===== src/rtl/tg_pkg.sv =====
package tg_pkg;
  parameter int unsigned TG_POS_W = 12;

  typedef logic [TG_POS_W-1:0] tg_pos_t;

  typedef struct packed {
    tg_pos_t h_sync_end;
    tg_pos_t h_act_start;
    tg_pos_t h_act_end;
    tg_pos_t h_total;
    tg_pos_t v_sync_end;
    tg_pos_t v_act_start;
    tg_pos_t v_act_end;
    tg_pos_t v_total;
    tg_pos_t v_event_line;
    tg_pos_t v_fetch_line;
    logic    hs_pol;
    logic    vs_pol;
    logic    blank_pol;
  } tg_cfg_t;

  // output level of a signal for a given active state and polarity bit
  function automatic logic tg_level(input logic active, input logic pol);
    return active ? pol : ~pol;
  endfunction
endpackage


===== src/rtl/tg_rst_sync.sv =====
module tg_rst_sync #(
  parameter int unsigned STAGES = 2
) (
  input  logic clk,
  input  logic rst_n,
  output logic rst_sync_n
);
  logic [STAGES-1:0] chain_q;
  logic [STAGES-1:0] chain_d;

  always_comb begin
    chain_d = {chain_q[STAGES-2:0], 1'b1};
  end

  always_ff @(posedge clk or negedge rst_n) begin
    if (!rst_n) chain_q <= '0;
    else        chain_q <= chain_d;
  end

  assign rst_sync_n = chain_q[STAGES-1];
endmodule


===== src/rtl/tg_cfg_shadow.sv =====
module tg_cfg_shadow
  import tg_pkg::*;
#(
  parameter tg_cfg_t RST_CFG = '0
) (
  input  logic    clk,
  input  logic    rst_n,
  input  logic    load,
  input  tg_cfg_t cfg_in,
  output tg_cfg_t cfg_q
);
  tg_cfg_t cfg_d;

  always_comb begin
    cfg_d = cfg_q;
    if (load) cfg_d = cfg_in;
  end

  always_ff @(posedge clk or negedge rst_n) begin
    if (!rst_n) cfg_q <= RST_CFG;
    else        cfg_q <= cfg_d;
  end
endmodule


===== src/rtl/tg_axis_cnt.sv =====
module tg_axis_cnt
  import tg_pkg::*;
(
  input  logic    clk,
  input  logic    rst_n,
  input  logic    clr,
  input  logic    adv,
  input  tg_pos_t total,
  output tg_pos_t cnt,
  output logic    at_last
);
  tg_pos_t cnt_d;

  // a total of 0 or 1 both give a one-position axis
  always_comb begin
    at_last = (cnt >= (total - tg_pos_t'(1))) || (total == '0);
    cnt_d   = cnt;
    if (clr)          cnt_d = '0;
    else if (adv) begin
      if (at_last)    cnt_d = '0;
      else            cnt_d = cnt + tg_pos_t'(1);
    end
  end

  always_ff @(posedge clk or negedge rst_n) begin
    if (!rst_n) cnt <= '0;
    else        cnt <= cnt_d;
  end
endmodule


===== src/rtl/tg_axis_decode.sv =====
module tg_axis_decode
  import tg_pkg::*;
(
  input  tg_pos_t cnt,
  input  tg_pos_t sync_end,
  input  tg_pos_t act_start,
  input  tg_pos_t act_end,
  output logic    in_sync,
  output logic    in_act,
  output tg_pos_t offs
);
  always_comb begin
    in_sync = cnt < sync_end;
    in_act  = (cnt >= act_start) && (cnt < act_end);
    offs    = cnt - act_start;
  end
endmodule


===== src/rtl/disp_timing_gen.sv =====
module disp_timing_gen
  import tg_pkg::*;
#(
  parameter int unsigned DEF_H_SYNC  = 96,
  parameter int unsigned DEF_H_BACK  = 48,
  parameter int unsigned DEF_H_ACT   = 640,
  parameter int unsigned DEF_H_FRONT = 16,
  parameter int unsigned DEF_V_SYNC  = 2,
  parameter int unsigned DEF_V_BACK  = 33,
  parameter int unsigned DEF_V_ACT   = 480,
  parameter int unsigned DEF_V_FRONT = 10,
  parameter int unsigned RST_STAGES  = 2
) (
  input  logic                clk,
  input  logic                rst_n,
  input  logic                sg_en,
  input  logic [TG_POS_W-1:0] cfg_h_sync_end,
  input  logic [TG_POS_W-1:0] cfg_h_act_start,
  input  logic [TG_POS_W-1:0] cfg_h_act_end,
  input  logic [TG_POS_W-1:0] cfg_h_total,
  input  logic [TG_POS_W-1:0] cfg_v_sync_end,
  input  logic [TG_POS_W-1:0] cfg_v_act_start,
  input  logic [TG_POS_W-1:0] cfg_v_act_end,
  input  logic [TG_POS_W-1:0] cfg_v_total,
  input  logic [TG_POS_W-1:0] cfg_v_event_line,
  input  logic [TG_POS_W-1:0] cfg_v_fetch_line,
  input  logic                cfg_hs_pol,
  input  logic                cfg_vs_pol,
  input  logic                cfg_blank_pol,
  output logic                hsync,
  output logic                vsync,
  output logic                blank,
  output logic                de,
  output logic [TG_POS_W-1:0] pix_x,
  output logic [TG_POS_W-1:0] pix_y,
  output logic                vevent_irq,
  output logic                vfetch_req
);
  // cumulative default positions
  localparam int unsigned D_HSE = DEF_H_SYNC;
  localparam int unsigned D_HAS = D_HSE + DEF_H_BACK;
  localparam int unsigned D_HAE = D_HAS + DEF_H_ACT;
  localparam int unsigned D_HT  = D_HAE + DEF_H_FRONT;
  localparam int unsigned D_VSE = DEF_V_SYNC;
  localparam int unsigned D_VAS = D_VSE + DEF_V_BACK;
  localparam int unsigned D_VAE = D_VAS + DEF_V_ACT;
  localparam int unsigned D_VT  = D_VAE + DEF_V_FRONT;

  localparam tg_cfg_t RST_CFG = '{
    h_sync_end:   tg_pos_t'(D_HSE),
    h_act_start:  tg_pos_t'(D_HAS),
    h_act_end:    tg_pos_t'(D_HAE),
    h_total:      tg_pos_t'(D_HT),
    v_sync_end:   tg_pos_t'(D_VSE),
    v_act_start:  tg_pos_t'(D_VAS),
    v_act_end:    tg_pos_t'(D_VAE),
    v_total:      tg_pos_t'(D_VT),
    v_event_line: tg_pos_t'(D_VAE),
    v_fetch_line: tg_pos_t'(D_VSE),
    hs_pol:       1'b1,
    vs_pol:       1'b1,
    blank_pol:    1'b1
  };

  logic    rst_sync_n;
  tg_cfg_t cfg_in;
  tg_cfg_t sh_cfg;
  logic    shadow_load;
  logic    frame_wrap;
  tg_pos_t hcnt, vcnt;
  logic    h_last, v_last;
  logic    h_sync_a, h_act_a, v_sync_a, v_act_a;
  tg_pos_t h_offs, v_offs;

  // next values of the output registers
  logic    hsync_d, vsync_d, blank_d, de_d, vevent_d, vfetch_d;
  tg_pos_t pix_x_d, pix_y_d;

  tg_rst_sync #(.STAGES(RST_STAGES)) u_rst (
    .clk        (clk),
    .rst_n      (rst_n),
    .rst_sync_n (rst_sync_n)
  );

  always_comb begin
    cfg_in.h_sync_end   = cfg_h_sync_end;
    cfg_in.h_act_start  = cfg_h_act_start;
    cfg_in.h_act_end    = cfg_h_act_end;
    cfg_in.h_total      = cfg_h_total;
    cfg_in.v_sync_end   = cfg_v_sync_end;
    cfg_in.v_act_start  = cfg_v_act_start;
    cfg_in.v_act_end    = cfg_v_act_end;
    cfg_in.v_total      = cfg_v_total;
    cfg_in.v_event_line = cfg_v_event_line;
    cfg_in.v_fetch_line = cfg_v_fetch_line;
    cfg_in.hs_pol       = cfg_hs_pol;
    cfg_in.vs_pol       = cfg_vs_pol;
    cfg_in.blank_pol    = cfg_blank_pol;
  end

  // frame boundary: last pixel of last line while running
  assign frame_wrap  = sg_en && h_last && v_last;
  assign shadow_load = !sg_en || frame_wrap;

  tg_cfg_shadow #(.RST_CFG(RST_CFG)) u_shadow (
    .clk    (clk),
    .rst_n  (rst_sync_n),
    .load   (shadow_load),
    .cfg_in (cfg_in),
    .cfg_q  (sh_cfg)
  );

  tg_axis_cnt u_hcnt (
    .clk     (clk),
    .rst_n   (rst_sync_n),
    .clr     (!sg_en),
    .adv     (sg_en),
    .total   (sh_cfg.h_total),
    .cnt     (hcnt),
    .at_last (h_last)
  );

  tg_axis_cnt u_vcnt (
    .clk     (clk),
    .rst_n   (rst_sync_n),
    .clr     (!sg_en),
    .adv     (sg_en && h_last),
    .total   (sh_cfg.v_total),
    .cnt     (vcnt),
    .at_last (v_last)
  );

  tg_axis_decode u_hdec (
    .cnt       (hcnt),
    .sync_end  (sh_cfg.h_sync_end),
    .act_start (sh_cfg.h_act_start),
    .act_end   (sh_cfg.h_act_end),
    .in_sync   (h_sync_a),
    .in_act    (h_act_a),
    .offs      (h_offs)
  );

  tg_axis_decode u_vdec (
    .cnt       (vcnt),
    .sync_end  (sh_cfg.v_sync_end),
    .act_start (sh_cfg.v_act_start),
    .act_end   (sh_cfg.v_act_end),
    .in_sync   (v_sync_a),
    .in_act    (v_act_a),
    .offs      (v_offs)
  );

  // output next-state
  always_comb begin
    logic act;
    act = h_act_a && v_act_a;
    if (!sg_en) begin
      hsync_d  = tg_level(1'b0, cfg_hs_pol);
      vsync_d  = tg_level(1'b0, cfg_vs_pol);
      blank_d  = tg_level(1'b1, cfg_blank_pol);
      de_d     = 1'b0;
      pix_x_d  = '0;
      pix_y_d  = '0;
      vevent_d = 1'b0;
      vfetch_d = 1'b0;
    end else begin
      hsync_d  = tg_level(h_sync_a, sh_cfg.hs_pol);
      vsync_d  = tg_level(v_sync_a, sh_cfg.vs_pol);
      blank_d  = tg_level(!act, sh_cfg.blank_pol);
      de_d     = act;
      pix_x_d  = act ? h_offs : '0;
      pix_y_d  = act ? v_offs : '0;
      vevent_d = (hcnt == '0) && (vcnt == sh_cfg.v_event_line);
      vfetch_d = (hcnt == '0) && (vcnt == sh_cfg.v_fetch_line);
    end
  end

  // output registers; reset levels follow the default polarities
  always_ff @(posedge clk or negedge rst_sync_n) begin
    if (!rst_sync_n) begin
      hsync      <= tg_level(1'b0, RST_CFG.hs_pol);
      vsync      <= tg_level(1'b0, RST_CFG.vs_pol);
      blank      <= tg_level(1'b1, RST_CFG.blank_pol);
      de         <= 1'b0;
      pix_x      <= '0;
      pix_y      <= '0;
      vevent_irq <= 1'b0;
      vfetch_req <= 1'b0;
    end else begin
      hsync      <= hsync_d;
      vsync      <= vsync_d;
      blank      <= blank_d;
      de         <= de_d;
      pix_x      <= pix_x_d;
      pix_y      <= pix_y_d;
      vevent_irq <= vevent_d;
      vfetch_req <= vfetch_d;
    end
  end
endmodule


===== config.mk =====
export PLATFORM = sky130hd
export DESIGN_NAME = disp_timing_gen
export DESIGN_NICKNAME = d
export VERILOG_FILES = /design/src/rtl/tg_pkg.sv /design/src/rtl/tg_rst_sync.sv /design/src/rtl/tg_cfg_shadow.sv /design/src/rtl/tg_axis_cnt.sv /design/src/rtl/tg_axis_decode.sv /design/src/rtl/disp_timing_gen.sv
export SDC_FILE = /design/constraint.sdc
export NUM_CORES = 1
export LEC_CHECK = 0
export ABC_AREA = 1
export BUFFER_PORTS_ARGS = -buffer_cell sky130_fd_sc_hd__buf_2
export CAP_MARGIN = 20
export CORE_MARGIN = 3
export CORE_UTILIZATION = 60
export CTS_CLUSTER_DIAMETER = 100
export DETAILED_ROUTE_END_ITERATION = 10
export PLACE_DENSITY = 0.85
export SLEW_MARGIN = 20
export SYNTH_ARGS = -nofsm -noshare
export SYNTH_HDL_FRONTEND = slang
export SYNTH_SLANG_ARGS = --single-unit
export TNS_END_PERCENT = 50

===== constraint.sdc =====
create_clock -name clk -period 11.9 [get_ports clk]
set_clock_uncertainty 0.2 [all_clocks]
set_input_delay 1.19 -clock clk [delete_from_list [all_inputs] [get_ports clk]]
set_output_delay 1.19 -clock clk [all_outputs]
set_load 0.02 [all_outputs]

# ---- After elaboration in Yosys (flattened, before gate mapping)
# Index checks and enable logic that the tools add are counted.
dict set report word_totals {
  register_bits 179
  in_bits 126
}
dict set report op_classes {
  addsub 6
  n_bitwise 5
  n_mux 18
  n_lt_le_gt_ge 8
  reduce_logical 14
  eq_ne 3
}
# cell n
set op_table {}
lappend op_table {{2-to-1 mux 12 bit} 9}
lappend op_table {{greater-or-equal comparator 12 bit} 4}
lappend op_table {{< comparator 12 bit} 4}
lappend op_table {{logical NOT 12 bit} 3}
lappend op_table {{adder 12 x 1 -> 12 bit, second input constant} 2}
lappend op_table {{== test 12 bit} 2}
lappend op_table {{subtractor 12 x 1 -> 12 bit, second input constant} 2}
lappend op_table {{subtractor 12 bit} 2}
lappend op_table {{2-to-1 mux 1 bit} 9}
lappend op_table {{logical AND 1 bit} 7}
lappend op_table {{NOT 1 bit} 5}
lappend op_table {{logical OR 1 bit} 3}
lappend op_table {{inequality test 2 x 1 -> 1 bit, second input constant} 1}
lappend op_table {{logical NOT 1 bit} 1}

# ---- Depth between registers and ports, before layout
# Gate-level depths: netlist (run 1).
dict set report logic_depth {
  ltp_word 6
  mapped_depth 20
  ltp_nobuf 18
}

# ---- Hierarchy
# A second synthesis (run 1) with hierarchy kept.
dict set report unflattened {
  cells_unflattened 1598
  hier_area_um2 11499.8
}
# mod cells_each area_each_um2 n_inst
set modules_own_cells {}
lappend modules_own_cells {tg_cfg_shadow 520 4712.0 1}
lappend modules_own_cells {tg_axis_cnt 203 1307.5 2}
lappend modules_own_cells {tg_axis_decode 231 1298.7 2}
lappend modules_own_cells {disp_timing_gen 207 1521.5 1}
lappend modules_own_cells {tg_rst_sync 3 53.8 1}

# ---- Worst setup path before layout (run 1)
# No wires, ideal clock.
dict set report synth_timing {
  kind {reg2reg}
  startpoint {reg u_shadow.cfg_q[30] (netlist name)}
  endpoint {reg u_shadow.cfg_q[100] (netlist name)}
  slack_ps 8942
  setup_time_ps 66
  path_buffers 1
  stages_incl_launch_ff 19
  arrival_ps 2691
  synth_period_minus_slack_ps 2958
  t_required_ps 11634
  cell_sequence {dfstp_2 nor2_1 nand4_1 nor3_1 nand4_1 xor2_1 inv_1 ha_1 nand2_1 inv_1 nand3_1 nor3b_1 nand2_1 inv_1 nand2_2 nand2_2 clkbuf_1 nand2_1 nand2_1}
}
dict set report synth_between {
  elab_chain_cells 5
  elab_cells_between_ends 6
  cone_classes {add/sub: 1; order compare: 1; reduce/logical: 4}
}
# item line_no
set synth_rtl {}
lappend synth_rtl {{from (decl)} tg_cfg_shadow.sv:10} ;# output tg_cfg_t cfg_q
lappend synth_rtl {{from (signal assigned)} tg_cfg_shadow.sv:21} ;# else cfg_q <= cfg_d;
lappend synth_rtl {{subtractor 12 x 1 -> 12 bit} tg_axis_cnt.sv:16} ;# at_last = (cnt >= (total - tg_pos_t'(1))) || (total == '0);
lappend synth_rtl {{greater-or-equal comparator 12 bit} tg_axis_cnt.sv:16}
lappend synth_rtl {{logical OR 1 bit (*)} tg_axis_cnt.sv:16}
lappend synth_rtl {{logical AND 1 bit (*)} disp_timing_gen.sv:102} ;# assign frame_wrap = sg_en && h_last && v_last;
lappend synth_rtl {{logical OR 1 bit (*)} disp_timing_gen.sv:103} ;# assign shadow_load = !sg_en || frame_wrap;
# Mark *: on every way between the ends. The rest lies on a longest branch, timed or not.
# A chain may end at the register's enable or synchronous reset.

# ---- Worst setup path after layout (run 1)
dict set report layout_timing {
  startpoint {reg u_shadow.cfg_q[81] (netlist name)}
  endpoint {reg u_shadow.cfg_q[49] (netlist name)}
}
dict set report layout_between {
  elab_chain_cells 6
  elab_cells_between_ends 7
  cone_classes {add/sub: 1; order compare: 1; reduce/logical: 5}
}
# item line_no
set layout_rtl {}
lappend layout_rtl {{subtractor 12 x 1 -> 12 bit} tg_axis_cnt.sv:16}
lappend layout_rtl {{greater-or-equal comparator 12 bit} tg_axis_cnt.sv:16}
lappend layout_rtl {{logical OR 1 bit (*)} tg_axis_cnt.sv:16}
lappend layout_rtl {{logical AND 1 bit (*) (2 in a row)} disp_timing_gen.sv:102}
lappend layout_rtl {{logical OR 1 bit (*)} disp_timing_gen.sv:103}
# Marked as above.

==> out/results.ini, run 1 <==
[status]
status = finished, final reports clean

[route]
wl_per_cell_um = 14.5
viasPerCell = 5.38
routed_wl_mm = 26.7
drtPass1Iterations = 5
drtAntennaViolNets = 0
post-route-drc-count = 0
dr_total_vias = 9906
drt_iter0_markers = 629

[timing]
drv_slew = 0
rsz0062_at_grt = no
fin_crit_sh_pct = 34.7
worst_slew_pin_slew_ns = 0.964
fmax_mhz = 242
setup_viol = 0
relSlewSlack_pct = 35.7
hold_slack_ns = 0.107
hold_violations = 0
period_minus_slack_ns = 4.13
tns_ns = 0

[global_route]
grt_max_degree = 124
grt_first_pass_wirelength_mm = 43.9
track_usage_pct = 26.6
antenna_found_initial = 0
overflow = 0
grt_pass1_vias = 9425

[critical_path]
crit_type = reg -> reg
ff2ff_path_depth = 14
critPathLaunchType = register
critPathCaptureType = register
worstPathRequired_ns = 12.06
worstPathMaxFanout = 92
cp_data_arrival_time_ns = 4.29
r2r_start = u_shadow.cfg_q[81]$_DFFE_PN0P_
rrSetupSlack_ns = 7.77
r2r_end = u_shadow.cfg_q[49]$_DFFE_PN0P_

[power]
powerDensity_nw_per_um2 = 134
vdd_drop_max_mv = 0.101
power.leakage_nw = 7.27

[synth]
yosysTopAreaCellShare_pct = 33.5
ys_seq_area_share_pct = 40.3
ys_seq_elements = 179
synth.net_count = 1696
netlist_area_um2 = 11200
yosysUniqueCellTypes = 39
synth_edf_count = 0
synthCells = 1469
synth_area_leaders = dfrtp_1 33%, nand2_1 16%, ha_1 11%, nand3_1 7.6%, dfstp_2 6.8%
synth_largest_area_cell = dfrtp_1
synth_ff_type = dfrtp_1
yosysWarnings = 0
synth-async-reset-ratio_pct = 100
avgSynthCellArea_um2 = 7.63

[final_layout]
layout_common_cells = 474 x nand2_1, 185 x inv_1, 170 x nand3_1
stdcell_area_um2 = 12700
area_growth_pct = 13.0
final_common_cell = nand2_1
diodes = 0
drive_gt1_share_pct = 13.9
nets = 1827

[placed_design]
placed_area_um2 = 12000
finalWeightedCongestion = 0.912
dpl.hpwl_mm = 19.1
portBuffers = 155

[floorplan]
io_pins = 156
core_area_um2 = 18100
die_area_um2 = 20400
initial_utilization_pct = 61.8
rows = 49
dieWidth_um = 143
dieHeight_um = 143

[run]
cap_viol_max_count = 0

[clocking]
clkLatencyLatePin_ns = 0.43
h-tree-depth = 4
ctsLongestPathBuffers = 2
path_clk_slew_ns = 0.07
root_buffer = clkbuf_16
clock-sinks = 179
cts_made_buffers = 17
postCtsSetupBuffers = 0
tritoncts = yes
cts_resized = 0
hold_buffers = 0

[worst_hold_path]
worstHoldPathType = reg -> async

-- through the flow --
| step | setup WS [ns] | instances | power, mW | util [%] |
|---|---|---|---|---|
| 2_1_floorplan | 6.39 | 1469 | 0.998 | - |
| 3_3_place_gp | 7.81 | 1810 | 1.07 | 66.2 |
| 3_5_place_dp | 7.72 | 1810 | 1.09 | 66.2 |
| 4_1_cts | 7.65 | 1842 | 1.71 | 69.8 |
| 5_1_grt | 7.47 | 1842 | 1.80 | 69.8 |
| 6_report | 7.77 | 1842 | 1.70 | 69.8 |
-- critical path, cell delays in order (launching register included) --
cell     delay [ns]
dfrtp_1        0.40
nor2_1         0.15
nor3b_1        0.34
nand3_1        0.18
nor3_1         0.20
xor2_1         0.16
inv_1          0.06
ha_1           0.26
nand2_1        0.05
o21ai_0        0.21
a21oi_2        0.08
nand3_4        0.40
buf_4          0.81
nand3_1        0.30
nand2_1        0.15
-- kinds of logic after synthesis --
kind of cell	share of synthesized area (%)
buffers and inverters	9.04
other	0.0335
xor gates and xnor gates	4.45
AOI/OAI and AO/OA	4.33
adders and majority gates	11.4
and+or+nand+nor	30.4
DFF	40.3
-- worst max path at each step --
stage / slack (ns) / end / depth (start not counted) / start
2_1_floorplan: 6.39 / de$_DFF_PN0_ / 0 / u_rst.chain_q[1]$_DFF_PN0_
3_3_place_gp: 7.81 / u_shadow.cfg_q[81]$_DFFE_PN0P_ / 17 / u_shadow.cfg_q[75]$_DFFE_PN0P_
3_5_place_dp: 7.72 / u_shadow.cfg_q[68]$_DFFE_PN0P_ / 14 / u_shadow.cfg_q[30]$_DFFE_PN1P_
4_1_cts: 7.65 / u_shadow.cfg_q[68]$_DFFE_PN0P_ / 14 / u_shadow.cfg_q[30]$_DFFE_PN1P_
5_1_grt: 7.47 / u_shadow.cfg_q[68]$_DFFE_PN0P_ / 14 / u_shadow.cfg_q[81]$_DFFE_PN0P_
6_report: 7.77 / u_shadow.cfg_q[49]$_DFFE_PN0P_ / 14 / u_shadow.cfg_q[81]$_DFFE_PN0P_
-- registers in the layout, summed over array words and instances, names as in the netlist, 2 cells and up --
register	flops
pix_x	12
pix_y	12
u_hcnt.cnt	12
u_rst.chain_q	2
u_shadow.cfg_q	123
u_vcnt.cnt	12
-- routing by layer --
layer,track usage [%],vias up,wire (um)
li1,-,4938,-
met1,36.1,4575,11700
met2,43.1,322,12500
met3,3.62,71,1460
met4,11.4,0,963
met5,0,-,0
-- synth_stat cells, types with 3 or more instances --
| master | count |
|---|---|
| a21o_1 | 3 |
| a21oi_1 | 42 |
| a221oi_1 | 5 |
| a31oi_1 | 4 |
| buf_2 | 15 |
| buf_4 | 14 |
| buf_6 | 8 |
| clkbuf_1 | 10 |
| dfrtp_1 | 150 |
| dfstp_2 | 29 |
| ha_1 | 99 |
| inv_1 | 185 |
| nand2_1 | 474 |
| nand3_1 | 170 |
| nand3b_1 | 4 |
| nand4_1 | 26 |
| nor2_1 | 104 |
| nor3_1 | 20 |
| nor3b_1 | 3 |
| o21ai_0 | 16 |
| o21bai_1 | 8 |
| xnor2_1 | 13 |
| xor2_1 | 44 |
-- final cells by class --
class | count | area (um^2)
fillers | 1468 | 5490
multi-input cells | 1055 | 5700
inverters | 187 | 702
clock buffers | 23 | 458
well taps | 229 | 287
clock inverters | 9 | 180
flip-flops and latches | 179 | 4520
repair buffers | 160 | 821
-- power breakdown --
group	total, mW	leakage [nW]	switching (mW)	internal [mW]
registers	0.736	2.23	0.0515	0.684
logic	0.351	4.73	0.217	0.134
clock network	0.613	0.306	0.234	0.379
total	1.70	7.27	0.503	1.20
Note: power is estimated with default switching activity, not from simulation.
==> run 2: changes to the inputs <==
--- a/config.mk
+++ b/config.mk
@@ -5,14 +5,14 @@
 export SDC_FILE = /design/constraint.sdc
 export NUM_CORES = 1
 export LEC_CHECK = 0
-export ABC_AREA = 1
+export ABC_AREA = 0
 export BUFFER_PORTS_ARGS = -buffer_cell sky130_fd_sc_hd__buf_2
 export CAP_MARGIN = 20
 export CORE_MARGIN = 3
-export CORE_UTILIZATION = 60
+export CORE_UTILIZATION = 52
 export CTS_CLUSTER_DIAMETER = 100
 export DETAILED_ROUTE_END_ITERATION = 10
-export PLACE_DENSITY = 0.85
+export PLACE_DENSITY = 0.79
 export SLEW_MARGIN = 20
 export SYNTH_ARGS = -nofsm -noshare
 export SYNTH_HDL_FRONTEND = slang
==> constraint.sdc (replaced) <==
create_clock -name clk -period 3.4 [get_ports clk]
set_clock_uncertainty 0.2 [all_clocks]
set_input_delay 0.34 -clock clk [delete_from_list [all_inputs] [get_ports clk]]
set_output_delay 0.34 -clock clk [all_outputs]
set_load 0.02 [all_outputs]
==> run 2 against run 1 <==
Net effect: the flow now finishes with violations (setup timing); clock-buffer cell count up 1; critical path depth up 1; register-to-register slack worse by 8.1 ns; wire length up 13%; cell area up 15%.
==> out/results.ini, run 2 <==
[final_layout]
area_growth_pct = 41.1
nets = 1508
largest_reg_flops = 123
diodes = 0
fill_cells = 1139
regMostFlops = u_shadow.cfg_q
drive_gt1_share_pct = 32.5
layout_common_cells = 155 x buf_2, 149 x dfrtp_1, 124 x dlygate4sd3_1
multi_input_area_um2 = 5810
final_common_cell = buf_2
seq_area_um2 = 4520

[status]
failed_checks = setup timing
status = finished with violations

[route]
drtAntennaViolNets = 0
viasPerCell = 5.65
dr_total_vias = 8785
drtPass1Iterations = 5
routed_wl_mm = 30.2
drt_iter0_markers = 456
post-route-drc-count = 0
wl_per_cell_um = 19.4

[synth]
synthCells = 934
ys_seq_area_share_pct = 43.8
synth_ff_type = dfrtp_1
synth_edf_count = 0
synthTopCellsByCount = 150 x dfrtp_1, 123 x mux2_1, 99 x ha_1
yosysUniqueCellTypes = 57
netlist_area_um2 = 10300
synth_area_leaders = dfrtp_1 36%, mux2_1 13%, ha_1 12%, dfstp_2 7.4%, xnor2_1 4.1%
yosysWarnings = 0
synth_largest_area_cell = dfrtp_1
yosysMostFrequentCell = dfrtp_1
ys_seq_elements = 179
avgSynthCellArea_um2 = 11.0
synth.net_count = 1161
yosysTopAreaCellShare_pct = 36.4
synth-async-reset-ratio_pct = 100

[placed_design]
portBuffers = 155
finalWeightedCongestion = 0.883
dpl.hpwl_mm = 17.8

[floorplan]
die_area_um2 = 21600
rows = 50
core_area_um2 = 19100
initial_utilization_pct = 54.0
dieHeight_um = 147
io_pins = 156
dieWidth_um = 147

[clocking]
ctsLongestPathBuffers = 2
root_buffer = clkbuf_16
clkLatencyLatePin_ns = 0.44
clock-sinks = 179
path_clk_slew_ns = 0.07
h-tree-depth = 4
tritoncts = yes
cts_made_buffers = 17

[worst_hold_path]
worstHoldPathType = in -> async

[power]
vdd_drop_max_mv = 0.341
power.leakage_nw = 7.43
powerDensity_nw_per_um2 = 418

[timing]
drv_slew = 0
fin_crit_sh_pct = 110
hold_slack_ns = 0.0106
fin_ws_ns = -0.328
fmax_mhz = 268
relSlewSlack_pct = 43.3
period_minus_slack_ns = 3.73
rsz0062_at_grt = yes
hold_violations = 0
tns_ns = -34.59
setup_viol = 134
worst_slew_pin_slew_ns = 0.850

[critical_path]
critPathCaptureType = register
crit_type = reg -> reg
critPathLaunchType = register
ff2ff_path_depth = 15
worstPathRequired_ns = 3.51
cp_data_arrival_time_ns = 3.84
worstPathMaxFanout = 7
r2r_end = u_shadow.cfg_q[7]$_DFFE_PN0P_
rrSetupSlack_ns = -0.33
r2r_start = u_shadow.cfg_q[78]$_DFFE_PN0P_

[global_route]
track_usage_pct = 27.8
overflow = 0
grt_max_degree = 62
grt_pass1_vias = 9214
antenna_found_initial = 1
grt_first_pass_wirelength_mm = 47.7

[run]
cap_viol_max_count = 0

## run 2: area by class of cell
| class | instances | area share (%) |
|---|---|---|
| clock buffer | 24 | 3.31 |
| clock inverter | 8 | 0.860 |
| inverter | 93 | 2.40 |
| multi-input combinational | 636 | 40.0 |
| sequential | 179 | 31.1 |
| tap | 260 | 2.24 |
| timing repair buffer | 354 | 20.2 |
## run 2: per-stage QoR
step                      utilization [%]  cells  worst slack [ns]  area (um^2)  total power [mW]
after CTS                            75.7   1556            -0.295        14400              5.98
after global placement               61.4   1376            -0.379        11700              3.54
final                                76.2   1554            -0.328        14500              6.08
after global routing                 76.2   1554            -0.459        14500              6.34
after floorplan                         -    934            -0.234        10300              3.25
after detailed placement             61.4   1376            -0.425        11700              3.60
## run 2: cells by family after synthesis
group,share of synthesized area (%)
other,0.0364
flip-flops,43.8
buffers and inverters,5.09
AO/OA/AOI/OAI,9.04
multiplexers,13.6
adder cells (fa/ha/maj),12.4
AND/OR/NAND/NOR,10.2
XOR/XNOR,5.78
## run 2: repair_timing
action,in CTS,in global routing
hold buffers,124,0
resized for setup,124,40
cloned,9,0
pin swaps,20,9
setup buffers,16,0
endpoints found under the setup margin,134,147
hold endpoints to repair,125,0
## run 2: report_power, final
part / switching (mW) / internal, mW
clock network: 0.826 / 1.22
registers: 0.201 / 2.39
logic: 0.620 / 0.819
## run 2: critical path: stages (launching register included)
cell	delay (ns)
dfrtp_1	0.38
buf_4	0.16
nor4_2	0.27
buf_4	0.17
nand2_1	0.06
xor2_1	0.15
ha_1	0.34
and4_1	0.26
a2111oi_2	0.40
o21a_1	0.21
o211ai_1	0.16
nand2_4	0.13
buf_12	0.13
buf_8	0.12
buf_12	0.14
mux2_4	0.31
## run 2: worst max-delay path by stage
stage	start	endpoint	slack, ns	cells past startpoint
2_1_floorplan	u_shadow.cfg_q[32]$_DFFE_PN0P_	u_shadow.cfg_q[35]$_DFFE_PN0P_	-0.23	13
3_3_place_gp	u_shadow.cfg_q[32]$_DFFE_PN0P_	u_shadow.cfg_q[57]$_DFFE_PN0P_	-0.38	13
3_5_place_dp	u_shadow.cfg_q[32]$_DFFE_PN0P_	u_shadow.cfg_q[69]$_DFFE_PN0P_	-0.42	13
4_1_cts	u_shadow.cfg_q[34]$_DFFE_PN0P_	u_shadow.cfg_q[90]$_DFFE_PN0P_	-0.30	15
5_1_grt	u_shadow.cfg_q[78]$_DFFE_PN0P_	u_shadow.cfg_q[97]$_DFFE_PN0P_	-0.46	15
6_report	u_shadow.cfg_q[78]$_DFFE_PN0P_	u_shadow.cfg_q[7]$_DFFE_PN0P_	-0.33	15
## run 2: metal layers
metal | track usage (%) | part of all wire (%) | vias up
li1 | - | - | 4013
met1 | 35.3 | 42 | 4314
met2 | 46.0 | 49 | 350
met3 | 4.84 | 5.1 | 106
met4 | 14.3 | 4.7 | 2
met5 | 0 | 0.023 | -
